**src/rtl/bb_rmw_pkg.sv**
```systemverilog
package bb_rmw_pkg;

    typedef enum logic [1:0] {
        SQ_IDLE  = 2'd0,
        SQ_READ  = 2'd1,
        SQ_WRITE = 2'd2,
        SQ_FIN   = 2'd3
    } sq_state_t;

    typedef struct packed {
        logic mem;
        logic lock;
        logic newv;
        logic fault;
    } sq_flags_t;

    function automatic logic [7:0] byte_lane_mask(input logic [2:0] sel);
        return 8'b1 << sel;
    endfunction

endpackage

```
**src/rtl/bb_addr_gen.sv**
```systemverilog
module bb_addr_gen #(
    parameter int AW    = 8,
    parameter int POS_W = 8,
    parameter int DW    = 32
) (
    input  logic [AW-1:0]            base,
    input  logic [POS_W-1:0]         pos,
    input  logic                     is_mem,
    output logic [AW-1:0]            eff_addr,
    output logic [2:0]               byte_bit,
    output logic [$clog2(DW)-1:0]    reg_bit,
    output logic                     fault
);
    localparam int RBW = $clog2(DW);
    localparam logic [POS_W-1:0] REG_LIMIT = POS_W'(DW - 1);

    logic [POS_W-1:0] byte_off;

    always_comb begin
        byte_off = pos >> 3;
        eff_addr = base + AW'(byte_off);
        byte_bit = pos[2:0];
        reg_bit  = pos[RBW-1:0];
        fault    = !is_mem && (pos > REG_LIMIT);
    end
endmodule

```
**src/rtl/bb_bit_merge.sv**
```systemverilog
module bb_bit_merge #(
    parameter int W = 8
) (
    input  logic [W-1:0]          din,
    input  logic [$clog2(W)-1:0]  sel,
    input  logic                  val,
    output logic [W-1:0]          dout
);
    localparam int SW = $clog2(W);

    for (genvar i = 0; i < W; i++) begin : g_lane
        assign dout[i] = (sel == SW'(i)) ? val : din[i];
    end
endmodule

```
**src/rtl/bb_seq_ctrl.sv**
```systemverilog
module bb_seq_ctrl
    import bb_rmw_pkg::*;
(
    input  logic clk,
    input  logic rst,
    input  logic start,
    input  logic is_mem,
    input  logic ilock,
    input  logic fault,
    input  logic rdy,
    output logic accept,
    output logic rd_ack,
    output logic busy,
    output logic done,
    output logic req,
    output logic we,
    output logic lock
);
    sq_state_t st_q, st_d;
    logic      lock_q;

    always_comb begin
        accept = (st_q == SQ_IDLE) && start;
        rd_ack = (st_q == SQ_READ) && rdy;
        st_d   = st_q;
        unique case (st_q)
            SQ_IDLE:  if (start) st_d = (fault || !is_mem) ? SQ_FIN : SQ_READ;
            SQ_READ:  if (rdy) st_d = SQ_WRITE;
            SQ_WRITE: if (rdy) st_d = SQ_FIN;
            SQ_FIN:   st_d = SQ_IDLE;
            default:  st_d = SQ_IDLE;
        endcase
    end

    always_ff @(posedge clk) begin
        if (rst) begin
            st_q   <= SQ_IDLE;
            lock_q <= 1'b0;
        end else begin
            st_q <= st_d;
            if (accept) lock_q <= is_mem && ilock && !fault;
        end
    end

    assign busy = (st_q != SQ_IDLE);
    assign done = (st_q == SQ_FIN);
    assign req  = (st_q == SQ_READ) || (st_q == SQ_WRITE);
    assign we   = (st_q == SQ_WRITE);
    assign lock = lock_q && req;

    assert_lock_held_R3: assert property (@(posedge clk) disable iff (rst)
        (lock && !(we && rdy)) |=> lock);

    assert_req_waits_R5: assert property (@(posedge clk) disable iff (rst)
        (req && !rdy) |=> (req && $stable(we)));

    assert_done_pulse_R6: assert property (@(posedge clk) disable iff (rst)
        done |=> !done);

    assert_done_unlocked_R6: assert property (@(posedge clk) disable iff (rst)
        done |-> (!lock && !req));

    assert_busy_ignore_R9: assert property (@(posedge clk) disable iff (rst)
        (done && start) |=> !busy);
endmodule

```
**src/rtl/bb_rmw_seq.sv**
```systemverilog
module bb_rmw_seq
    import bb_rmw_pkg::*;
#(
    parameter int AW    = 8,
    parameter int POS_W = 8,
    parameter int DW    = 32
) (
    input  logic             clk,
    input  logic             rst,
    input  logic             start_i,
    input  logic             is_mem_i,
    input  logic             ilock_i,
    input  logic [AW-1:0]    base_i,
    input  logic [POS_W-1:0] pos_i,
    input  logic             new_val_i,
    input  logic [DW-1:0]    reg_val_i,
    output logic             busy_o,
    output logic             done_o,
    output logic             old_bit_o,
    output logic             fault_o,
    output logic             reg_we_o,
    output logic [DW-1:0]    reg_wdata_o,
    output logic             bus_req_o,
    output logic             bus_we_o,
    output logic             bus_lock_o,
    output logic [AW-1:0]    bus_addr_o,
    output logic [7:0]       bus_wdata_o,
    input  logic [7:0]       bus_rdata_i,
    input  logic             bus_rdy_i
);
    localparam int RBW = $clog2(DW);
    localparam logic [POS_W-1:0] REG_LIMIT = POS_W'(DW - 1);

    logic [AW-1:0]  eff_addr;
    logic [2:0]     byte_bit;
    logic [RBW-1:0] reg_bit;
    logic           fault_now;
    logic           accept, rd_ack;

    logic [AW-1:0]  addr_q;
    logic [2:0]     bsel_q;
    logic [RBW-1:0] rsel_q;
    logic [DW-1:0]  regv_q;
    logic [7:0]     rdbyte_q;
    logic           old_q;
    sq_flags_t      fl_q;

    bb_addr_gen #(.AW(AW), .POS_W(POS_W), .DW(DW)) u_agen (
        .base     (base_i),
        .pos      (pos_i),
        .is_mem   (is_mem_i),
        .eff_addr (eff_addr),
        .byte_bit (byte_bit),
        .reg_bit  (reg_bit),
        .fault    (fault_now)
    );

    bb_seq_ctrl u_ctrl (
        .clk    (clk),
        .rst    (rst),
        .start  (start_i),
        .is_mem (is_mem_i),
        .ilock  (ilock_i),
        .fault  (fault_now),
        .rdy    (bus_rdy_i),
        .accept (accept),
        .rd_ack (rd_ack),
        .busy   (busy_o),
        .done   (done_o),
        .req    (bus_req_o),
        .we     (bus_we_o),
        .lock   (bus_lock_o)
    );

    always_ff @(posedge clk) begin
        if (rst) begin
            addr_q   <= '0;
            bsel_q   <= '0;
            rsel_q   <= '0;
            regv_q   <= '0;
            rdbyte_q <= '0;
            old_q    <= 1'b0;
            fl_q     <= '0;
        end else begin
            if (accept) begin
                addr_q     <= eff_addr;
                bsel_q     <= byte_bit;
                rsel_q     <= reg_bit;
                regv_q     <= reg_val_i;
                fl_q.mem   <= is_mem_i;
                fl_q.lock  <= ilock_i;
                fl_q.newv  <= new_val_i;
                fl_q.fault <= fault_now;
                old_q      <= (!is_mem_i && !fault_now) ? reg_val_i[reg_bit] : 1'b0;
            end
            if (rd_ack) begin
                rdbyte_q <= bus_rdata_i;
                old_q    <= bus_rdata_i[bsel_q];
            end
        end
    end

    bb_bit_merge #(.W(8)) u_bmerge (
        .din  (rdbyte_q),
        .sel  (bsel_q),
        .val  (fl_q.newv),
        .dout (bus_wdata_o)
    );

    bb_bit_merge #(.W(DW)) u_rmerge (
        .din  (regv_q),
        .sel  (rsel_q),
        .val  (fl_q.newv),
        .dout (reg_wdata_o)
    );

    assign bus_addr_o = addr_q;
    assign old_bit_o  = done_o && old_q;
    assign fault_o    = done_o && fl_q.fault;
    assign reg_we_o   = done_o && !fl_q.mem && !fl_q.fault;

    logic [7:0] keep_mask;
    assign keep_mask = ~byte_lane_mask(bsel_q);

    assert_keep_bits_R2: assert property (@(posedge clk) disable iff (rst)
        (bus_req_o && !bus_we_o && bus_rdy_i) |=>
        ((bus_wdata_o & keep_mask) == ($past(bus_rdata_i) & keep_mask)));

    assert_hold_phase_R5: assert property (@(posedge clk) disable iff (rst)
        (bus_req_o && !bus_rdy_i) |=>
        ($stable(bus_addr_o) && $stable(bus_wdata_o)));

    assert_reg_path_R7: assert property (@(posedge clk) disable iff (rst)
        (start_i && !busy_o && !is_mem_i && (pos_i <= REG_LIMIT)) |=>
        (reg_we_o && done_o && !bus_req_o && !bus_lock_o));

    assert_fault_R8: assert property (@(posedge clk) disable iff (rst)
        (start_i && !busy_o && !is_mem_i && (pos_i > REG_LIMIT)) |=>
        (fault_o && !reg_we_o && !bus_req_o));

    assert_no_lock_R4: assert property (@(posedge clk) disable iff (rst)
        (start_i && !busy_o && !ilock_i) |=> !bus_lock_o);
endmodule

```
**config.mk**
```make
export PLATFORM = sky130hd
export DESIGN_NAME = bb_rmw_seq
export DESIGN_NICKNAME = d
export VERILOG_FILES = /design/src/rtl/bb_rmw_pkg.sv /design/src/rtl/bb_addr_gen.sv /design/src/rtl/bb_bit_merge.sv /design/src/rtl/bb_seq_ctrl.sv /design/src/rtl/bb_rmw_seq.sv
export SDC_FILE = /design/constraint.sdc
export NUM_CORES = 1
export LEC_CHECK = 0
export CORE_MARGIN = 5
export CORE_UTILIZATION = 50
export CTS_CLUSTER_SIZE = 24
export DETAILED_ROUTE_END_ITERATION = 12
export DONT_BUFFER_PORTS = 1
export SYNTH_ARGS = -nofsm -noshare
export SYNTH_HDL_FRONTEND = slang
export SYNTH_SLANG_ARGS = --single-unit
```
**constraint.sdc**
```tcl
create_clock -name clk -period 3 [get_ports clk]
set_input_delay 0.9 -clock clk [delete_from_list [all_inputs] [get_ports clk]]
set_output_delay 0.9 -clock clk [all_outputs]
set_load 0.02 [all_outputs]
```
==> out/qor.yml, run 1 <==
status:
  outcome: "completed"
yosys:
  synth_top_cell_area_share_pct: 34.1
  synth_ff_type: "dfxtp_1"
  syn_area_um2: 3530
  synth_nets: 507
  netlist_instances: 433
  synth_commonest_cells: "nand2_1, dfxtp_1, a21oi_1, mux2_2"
  ys_warn_count: 0
  synth_top_area_cell: "dfxtp_1"
  synth_cell_type_count: 40
  yosysSeqAreaShare_pct: 34.1
  synth-seq-cells: 60
  synth-edff-count: 0
  synth_area_leaders: "dfxtp_1, mux2_2, nand2_1, a21oi_1, mux4_1"
  synth.avg_cell_area_um2: 8.15
  yosysMostFrequentCell: "nand2_1"
  async_reset_ff_share_pct: 0
timing:
  setup_viol: 0
  worstMarginPinSlew_ns: 0.796
  finalHoldViolations: 0
  final_max_slew_viol_count: 0
  worst_clock_skew_ns: 0.00762
  finalSetupTns_ns: 0
  rsz0062_at_grt: "no"
  post-route-min-period_ns: 2.88
  fmax_mhz: 347
  max_slew_margin_pct: 45.5
  fin_crit_sh_pct: 96.1
final_layout:
  multi_input_area_um2: 2160
  drive_gt1_share_pct: 16.5
  nets: 494
  seq_area_um2: 1200
  area_growth_pct: 6.31
  insertedDiodeCount: 0
  fillers: 715
setup_path:
  critPathMaxStageDelay_ns: 0.55
  end_kind: "primary output"
  crit_end: "reg_wdata_o[26]"
  reg2reg_depth: 6
  cp_max_fo: 11
  cp.required_ns: 2.10
  critPathTopFamily: "simple AND/OR/NAND/NOR gates"
  rr_endpoint: "regv_q[17]"
  cpMaxStageDelayCell: "dfxtp_1"
  crit_arrival_ns: 1.98
  startpoint: "bsel_q[1]"
  critPathKind: "flip-flop to primary output"
  path_buf_inv: 0
  critical_path_cell_count: 3
  crit_chain: "nor3b_2 -> nand3_1 -> mux2_2"
  rrSetupSlack_ns: 1.15
  cp-start-kind: "flip-flop"
  worstReg2RegStart: "u_ctrl.st_q[0]"
clocking:
  htreeDepth: 3
  cts_resized: 0
  clk_pin_slew_ns: 0.07
  clockRootBuffer: "clkbuf_8"
  clock_latency_ns: 0.34
  numCtsBuffers: 9
  cts_tree: "yes"
  clock_sinks: 60
  ctsLongestPathBuffers: 2
  post-cts-setup-buffer-count: 0
  cts-hold-fix-buffers: 0
power:
  p_clk_share_pct: 25.1
  p_leak_uw: 0.00143
  combPwrFrac_pct: 35.3
  seqPwrFrac_pct: 39.6
  ir_worst_vdd_v: 0.000283
  power_uw: 2800
  p_switching_uw: 1130
  power_density_nw_per_um2: 746
  p_int_uw: 1670
  sw_frac_of_total_pct: 40.4
worst_hold_path:
  hold-path-cell-count: 2
  hold_path.class: "flip-flop to flip-flop"
die:
  row_count: 30
  die_x_um: 94.0
  io_pins: 119
  core-area_um2: 6830
  die_height_um: 94.0
  fp.dieArea_um2: 8830
  initial_core_util_pct: 51.6
drt:
  antenna_left: 0
  wl_per_cell_um: 19.9
  first_pass_iters: 4
  via_count: 3038
  viasPerCell: 5.83
  drc: 0
  wirelength_mm: 10.4
  drt_iter0_drc: 234
global_routing:
  grt_pass1_vias: 2857
  grt_start_max_net_pins: 62
  gr-usage-all-layers_pct: 23.5
  overflow: 0
  grt_pass1_wl_mm: 15.8
  antenna_found_initial: 0
placement:
  portBuffers: 0
  gp_congestion: 0.837
  hpwl_mm: 7.47
job:
  maxCapViolCount: 0
[cell type report]
cell class / instances / area share (%)
tap: 96 / 3.20
sequential: 60 / 32.1
multi-input combinational: 333 / 57.7
timing repair buffer: 6 / 1.20
inverter: 10 / 1.00
clock inverter: 6 / 1.47
clock buffer: 10 / 3.40
[power by group through the flow]
stage          registers, uW  clock network [uW]  logic [uW]
2_1_floorplan           1060                   0         853
3_5_place_dp            1120                   0         990
3_3_place_gp            1110                   0         982
4_1_cts                 1110                 716         995
5_1_grt                 1130                 760        1080
6_report                1110                 702         987
[sequential cells by signal, summed over array words and instances (netlist names)]
| signal | flops |
|---|---|
| rdbyte_q | 8 |
| bsel_q | 2 |
| fl_q | 3 |
| old_q | 1 |
| u_ctrl.lock_q | 1 |
| u_ctrl.st_q | 2 |
| bus_addr_o | 8 |
| rsel_q | 3 |
| regv_q | 32 |
[metrics by stage]
step                util [%]  setup slack, ns  cell area, um^2  std cells  hold WS (ns)
floorplan                  -            0.810             3530        433         0.427
global placement        52.2            0.480             3570        505         0.432
detailed placement      52.2            0.466             3570        505         0.438
CTS                     54.9            0.111             3750        521         0.449
global route            54.9           0.0436             3750        521         0.464
finish                  54.9            0.118             3750        521         0.450
[layout by cell type (no fill, tap or decap), types with 2 or more instances in the layout]
| cell | count |
|---|---|
| mux2i_1 | 6 |
| mux2_2 | 40 |
| inv_1 | 10 |
| clkinv_2 | 5 |
| nand3_1 | 7 |
| mux4_2 | 2 |
| and2_1 | 5 |
| nand3b_1 | 4 |
| clkbuf_8 | 9 |
| nand2_1 | 118 |
| nor2b_1 | 5 |
| dfxtp_1 | 59 |
| mux4_1 | 6 |
| nor4b_1 | 2 |
| o21ai_0 | 6 |
| and2b_2 | 2 |
| a211oi_1 | 5 |
| nor2_1 | 21 |
| a31oi_1 | 3 |
| a2111oi_0 | 4 |
| nand2b_1 | 3 |
| ha_1 | 10 |
| nor3b_2 | 3 |
| buf_4 | 6 |
| a21oi_1 | 55 |
| o21a_1 | 2 |
| a21o_1 | 2 |
| nor3_1 | 11 |
[worst reg2reg max path, cell delays in order, from the launching register on]
cell,delay [ns]
dfxtp_1,0.34
inv_1,0.13
ha_1,0.21
and2_1,0.39
buf_4,0.45
nand2_1,0.14
a21oi_1,0.13
[per-layer routing]
metal | GRT usage (%) | wire (um)
met1 | 31.0 | 4420
met2 | 36.0 | 4800
met3 | 8.33 | 1060
met4 | 7.10 | 106
met5 | 0 | 0
[worst min-delay path by stage]
stage / start / to / slack, ns
2_1_floorplan: u_ctrl.lock_q / u_ctrl.lock_q / 0.43
3_3_place_gp: regv_q[24] / regv_q[24] / 0.43
3_5_place_dp: regv_q[0] / regv_q[0] / 0.44
4_1_cts: regv_q[0] / regv_q[0] / 0.45
5_1_grt: regv_q[24] / regv_q[24] / 0.46
6_report: u_ctrl.lock_q / u_ctrl.lock_q / 0.45
[kinds of logic (layout without fill, tap and decap cells)]
group | after synthesis | count (layout) | share of synthesized area (%)
simple gates | 185 | 185 | 23.3
compound gates | 82 | 82 | 13.3
flops | 60 | 60 | 34.1
mux | 54 | 54 | 20.2
buf+inv | 40 | 32 | 4.72
fa+ha+maj | 11 | 11 | 4.11
xor+xnor | 1 | 1 | 0.248
Note: power is estimated with default switching activity, not from simulation.
==> run 2: changes to the inputs <==
--- a/config.mk
+++ b/config.mk
@@ -5,7 +5,6 @@
 export SDC_FILE = /design/constraint.sdc
 export NUM_CORES = 1
 export LEC_CHECK = 0
-export CORE_MARGIN = 5
 export CORE_UTILIZATION = 50
 export CTS_CLUSTER_SIZE = 24
 export DETAILED_ROUTE_END_ITERATION = 12
==> out/qor.yml, run 2 (synthesis gave the netlist of run 1 again) <==
timing:
  setup_viol: 0  # unchanged
  fmax_mhz: 349  # +0.54%
  worstMarginPinSlew_ns: 0.678  # -0.119 ns
  post-route-min-period_ns: 2.87  # -0.0155 ns
  max_slew_margin_pct: 54.7  # +9.2 points
  rsz0062_at_grt: "no"
  final_max_slew_viol_count: 0  # unchanged
  setup_slack_ns: 0.134  # +0.0155 ns
  finalSetupTns_ns: 0  # unchanged
  worst_clock_skew_ns: 0.00663  # -0.000989 ns
  finalHoldViolations: 0  # unchanged
  fin_crit_sh_pct: 95.5  # -0.52 points
final_layout:
  seq_area_um2: 1200  # +0.10%
  final_cell_area_um2: 3760  # +0.23%
  area_growth_pct: 6.56
  fin_util_pct: 55.3  # +0.43 points
  final_cell_mix: "nand2_1, dfxtp_1, a21oi_1"
  final_common_cell: "nand2_1"
  drive_gt1_share_pct: 16.2  # -0.32 points
  top_register: "regv_q"
  largest_register_ffs: 32  # unchanged
  fillers: 660  # -7.7%
  insertedDiodeCount: 0  # unchanged
  multi_input_area_um2: 2170  # +0.46%
  nets: 491  # -0.61%
setup_path:
  cp_max_fo: 10  # -1
  critPathTopFamily: "simple AND/OR/NAND/NOR gates"
  worstReg2RegStart: "u_ctrl.st_q[0]"
  cpMaxStageDelayCell: "dfxtp_1"
  cp-start-kind: "flip-flop"
  rr_endpoint: "rsel_q[2]"
  cp.required_ns: 2.10  # about the same
  critPathMaxStageDelay_ns: 0.55  # about the same
  reg2reg_depth: 6  # unchanged
  crit_arrival_ns: 1.97  # about the same
  rrSetupSlack_ns: 1.21  # +0.06 ns
  critPathKind: "flip-flop to primary output"
  crit_chain: "nand3b_1 -> nor3_1 -> mux2_2"
  end_kind: "primary output"
  path_buf_inv: 0  # unchanged
drt:
  drt_iter0_drc: 228  # -2.6%
  viasPerCell: 5.92  # +1.5%
  wl_per_cell_um: 19.0  # -4.6%
  drc: 0  # unchanged
  first_pass_iters: 4  # unchanged
  via_count: 3059  # +0.69%
  wl_met1_mm: 4.45  # +0.70%
  wirelength_mm: 9.84  # -5.3%
  topRoutingLayerUsed: "met4"
  antenna_left: 0  # unchanged
  wl_met2_mm: 4.48  # -6.6%
  wl_met3_um: 818  # -23%
die:
  initial_core_util_pct: 51.9  # +0.29 points
  io_pins: 119  # unchanged
  fp.dieArea_um2: 7390  # -16%
  die_x_um: 86.0  # -8.5%
  core-area_um2: 6790  # -0.55%
  die_height_um: 86.0  # -8.5%
  row_count: 30  # unchanged
job:
  maxCapViolCount: 0  # unchanged
clocking:
  clockRootBuffer: "clkbuf_8"
  htreeDepth: 3  # unchanged
  numCtsBuffers: 9  # unchanged
  clock_sinks: 60  # unchanged
  cts-hold-fix-buffers: 0  # unchanged
  ctsLongestPathBuffers: 2  # unchanged
  clk_pin_slew_ns: 0.07  # about the same
  clock_latency_ns: 0.33  # about the same
  cts_tree: "yes"
power:
  power_density_nw_per_um2: 756  # +1.3%
  combPwrFrac_pct: 34.0  # -1.3 points
  p_int_uw: 1730  # +3.6%
  p_leak_uw: 0.00143  # -0.65%
  ir_worst_vdd_v: 0.000432  # +53%
  p_clk_share_pct: 27.0  # +1.9 points
  p_switching_uw: 1110  # -1.4%
  sw_frac_of_total_pct: 39.2  # -1.2 points
  seqPwrFrac_pct: 39.0  # -0.6 points
global_routing:
  grt_pass1_wl_mm: 14.8  # -6.4%
  gr-usage-all-layers_pct: 26.4  # +2.9 points
  overflow: 0  # unchanged
  antenna_found_initial: 0  # unchanged
  grt_pass1_vias: 2732  # -4.4%
  grt_start_max_net_pins: 62  # unchanged
worst_hold_path:
  hold_path_startpoint: "u_ctrl.lock_q"
  hold-path-cell-count: 2  # unchanged
  worstHoldEndpoint: "u_ctrl.lock_q"
  hold_path.class: "flip-flop to flip-flop"
placement:
  portBuffers: 0  # unchanged
  pre_cts_slack_ns: 0.431  # -0.0345 ns
  gp_congestion: 0.810  # -3.2%
  hpwl_mm: 6.80  # -9.0%
  place_area_um2: 3540  # -0.63%
status:
  outcome: "completed"
==> run 2: final cells by class <==
cell class	count	area share (%)
sequential	60	32.0
clock inverter	1	0.799
clock buffer	14	4.59
multi-input combinational	333	57.8
inverter	10	0.999
timing repair buffer	3	0.599
tap	96	3.20
==> run 2: tightest hold or removal path, stage by stage, from the launching register on <==
cell and delay [ns]:
dfxtp_1 0.31, nand2_1 0.05, a21oi_1 0.05
==> run 2: timing repair <==
| action | in CTS | in global routing |
|---|---|---|
| gates resized for setup | 0 | 4 |
| buffers inserted | 0 | 0 |
| setup endpoints to repair | 0 | 4 |
==> run 2: worst max-delay path by stage <==
| stage | startpoint | end | cells past startpoint |
|---|---|---|---|
| 5_1_grt | rsel_q[2] | reg_wdata_o[6] | 3 |
| 3_3_place_gp | bsel_q[0] | reg_wdata_o[7] | 3 |
| 3_5_place_dp | bsel_q[0] | reg_wdata_o[24] | 3 |
| 2_1_floorplan | bsel_q[0] | reg_wdata_o[24] | 4 |
| 4_1_cts | bsel_q[0] | reg_wdata_o[24] | 3 |
| 6_report | rsel_q[2] | reg_wdata_o[6] | 3 |
==> run 2: power by group through the flow <==
| stage | clock network [uW] | registers, uW | logic [uW] |
|---|---|---|---|
| final | 766 | 1110 | 965 |
| after CTS | 780 | 1100 | 965 |
| after global placement | 0 | 1110 | 956 |
| after global routing | 827 | 1130 | 1050 |
| after floorplan | 0 | 1060 | 853 |
| after detailed placement | 0 | 1120 | 960 |
==> run 2: per-layer routing <==
| layer | GRT usage, % | up-vias |
|---|---|---|
| met5 | 0 | - |
| met4 | 7.42 | 0 |
| met3 | 7.60 | 7 |
| met1 | 36.9 | 1465 |
| li1 | - | 1468 |
| met2 | 39.4 | 119 |
==> run 2: per-stage QoR <==
step | power (uW) | hold WS [ns] | cells
CTS | 2850 | 0.445 | 517
floorplan | 1910 | 0.427 | 433
global route | 3010 | 0.458 | 517
finish | 2840 | 0.445 | 517
global placement | 2070 | 0.428 | 502
detailed placement | 2080 | 0.437 | 502
==> run 3: changes to the inputs <==
--- a/config.mk
+++ b/config.mk
@@ -5,7 +5,7 @@
 export SDC_FILE = /design/constraint.sdc
 export NUM_CORES = 1
 export LEC_CHECK = 0
-export CORE_UTILIZATION = 50
+export CORE_UTILIZATION = 40
 export CTS_CLUSTER_SIZE = 24
 export DETAILED_ROUTE_END_ITERATION = 12
 export DONT_BUFFER_PORTS = 1
==> out/qor.yml, run 3 (synthesis gave the netlist of run 1 again) <==
setup_path:
  cp.required_ns: 2.10  # about the same
  worstReg2RegStart: "u_ctrl.st_q[1]"
  critPathTopFamily: "simple AND/OR/NAND/NOR gates"
  cpMaxStageDelayCell: "dfxtp_1"
  path_buf_inv: 0  # unchanged
  end_kind: "primary output"
  rr_endpoint: "regv_q[1]"
  critPathKind: "flip-flop to primary output"
  crit_arrival_ns: 1.97  # about the same
  reg2reg_depth: 6  # unchanged
  cp-start-kind: "flip-flop"
  critPathMaxStageDelay_ns: 0.52  # -0.03 ns
  crit_chain: "nand3b_1 -> nor3_1 -> mux2_2"
  rrSetupSlack_ns: 1.11  # -0.10 ns
  cp_max_fo: 10  # unchanged
placement:
  gp_congestion: 0.832  # +2.6%
  pre_cts_slack_ns: 0.427  # -0.00368 ns
  hpwl_mm: 7.44  # +9.4%
  portBuffers: 0  # unchanged
  place_area_um2: 3570  # +0.78%
timing:
  setup_viol: 0  # unchanged
  finalHoldViolations: 0  # unchanged
  finalSetupTns_ns: 0  # unchanged
  rsz0062_at_grt: "no"
  setup_slack_ns: 0.127  # -0.00718 ns
  post-route-min-period_ns: 2.87  # +0.00718 ns
  max_slew_margin_pct: 55.7  # +0.99 points
  worst_clock_skew_ns: 0.00690  # +0.000273 ns
  worstMarginPinSlew_ns: 0.663  # -0.0148 ns
  final_max_slew_viol_count: 0  # unchanged
  fin_crit_sh_pct: 95.8  # +0.24 points
  fmax_mhz: 348  # -0.25%
clocking:
  clock_sinks: 60  # unchanged
  cts-hold-fix-buffers: 0  # unchanged
  ctsLongestPathBuffers: 2  # unchanged
  numCtsBuffers: 9  # unchanged
  post-cts-setup-buffer-count: 0  # unchanged
  cts_tree: "yes"
  htreeDepth: 3  # unchanged
  clockRootBuffer: "clkbuf_8"
  clock_latency_ns: 0.34  # about the same
  clk_pin_slew_ns: 0.07  # about the same
power:
  power_density_nw_per_um2: 735  # -2.7%
  ir_worst_vdd_v: 0.000234  # -46%
  p_switching_uw: 1110  # about the same
  combPwrFrac_pct: 35.7  # +1.7 points
  p_leak_uw: 0.00143  # about the same
  seqPwrFrac_pct: 40.1  # +1.1 points
  sw_frac_of_total_pct: 40.4  # +1.2 points
  p_clk_share_pct: 24.2  # -2.8 points
  p_int_uw: 1640  # -4.8%
drt:
  antenna_left: 0  # unchanged
  wirelength_mm: 10.3  # +5.2%
  drc: 0  # unchanged
  drt_iter0_drc: 173  # -24%
  via_count: 3003  # -1.8%
  viasPerCell: 5.70  # -3.7%
  first_pass_iters: 4  # unchanged
  wl_per_cell_um: 19.6  # +3.2%
global_routing:
  grt_pass1_vias: 2858  # +4.6%
  gr-usage-all-layers_pct: 23.6  # -2.8 points
  grt_pass1_wl_mm: 15.8  # +6.5%
  antenna_found_initial: 0  # unchanged
  grt_start_max_net_pins: 62  # unchanged
  overflow: 0  # unchanged
final_layout:
  top_register: "regv_q"
  final_cell_mix: "nand2_1, dfxtp_1, a21oi_1"
  largest_register_ffs: 32  # unchanged
  final_cell_area_um2: 3750  # -0.27%
  nets: 493  # +0.41%
  fillers: 838  # +27%
  area_growth_pct: 6.28
  insertedDiodeCount: 0  # unchanged
  seq_area_um2: 1200  # unchanged
  drive_gt1_share_pct: 16.6  # +0.44 points
  final_common_cell: "nand2_1"
  multi_input_area_um2: 2160  # -0.40%
die:
  row_count: 33  # +10%
  io_pins: 119  # unchanged
  fp.dieArea_um2: 9200  # +24%
  core-area_um2: 8380  # +23%
  die_x_um: 95.9  # +12%
  initial_core_util_pct: 42.1  # -9.8 points
  die_height_um: 95.9  # +12%
worst_hold_path:
  hold_path_startpoint: "regv_q[6]"
  hold_path.class: "flip-flop to flip-flop"
  worstHoldEndpoint: "regv_q[6]"
  hold-path-cell-count: 2  # unchanged
status:
  outcome: "completed"
job:
  maxCapViolCount: 0  # unchanged
==> run 3: power groups by stage <==
stage	clock (uW)	sequential, uW	combinational [uW]
finish	667	1110	983
global route	724	1130	1090
CTS	682	1100	989
detailed placement	0	1120	984
global placement	0	1110	974
floorplan	0	1060	853
==> run 3: worst max path at each step <==
stage	start	endpoint	slack, ns	cells past startpoint
global placement	bsel_q[0]	reg_wdata_o[7]	0.40	3
detailed placement	bsel_q[0]	reg_wdata_o[5]	0.43	3
finish	rsel_q[2]	reg_wdata_o[5]	0.13	3
floorplan	bsel_q[0]	reg_wdata_o[24]	0.81	4
CTS	bsel_q[0]	reg_wdata_o[5]	0.05	3
global route	rsel_q[2]	reg_wdata_o[5]	0.03	3
==> run 3: tightest hold or removal path, stage by stage (launching register included) <==
cell and delay, ns:
dfxtp_1 0.31, nand2_1 0.05, a21oi_1 0.05
==> run 3: metrics by stage <==
| stage | std cells | utilization (%) | hold WS, ns | total power (uW) |
|---|---|---|---|---|
| 2_1_floorplan | 433 | - | 0.427 | 1910 |
| 3_3_place_gp | 513 | 42.6 | 0.429 | 2090 |
| 3_5_place_dp | 513 | 42.6 | 0.438 | 2100 |
| 4_1_cts | 527 | 44.7 | 0.447 | 2770 |
| 5_1_grt | 527 | 44.7 | 0.467 | 2940 |
| 6_report | 527 | 44.7 | 0.446 | 2760 |
==> run 3: cell type report <==
class,instances,share of cell area [%]
clock buffers,12,4.41
multi-input cells,333,57.7
inverters,10,1.00
flip-flops and latches,60,32.1
well taps,105,3.50
repair buffers,5,1.00
clock inverters,2,0.267
==> run 3: per-layer routing <==
| layer | GRT usage, % | vias up | part of all wire (%) |
|---|---|---|---|
| li1 | - | 1466 | - |
| met1 | 32.0 | 1406 | 43 |
| met3 | 7.66 | 14 | 9.8 |
| met2 | 33.3 | 117 | 45 |
| met4 | 11.4 | 0 | 1.8 |
| met5 | 0 | - | 0 |
==> run 3: what timing repair did <==
action,in CTS,in global routing
resized for setup,0,2
endpoints found under the hold margin,0,0
endpoints found under the setup margin,0,3
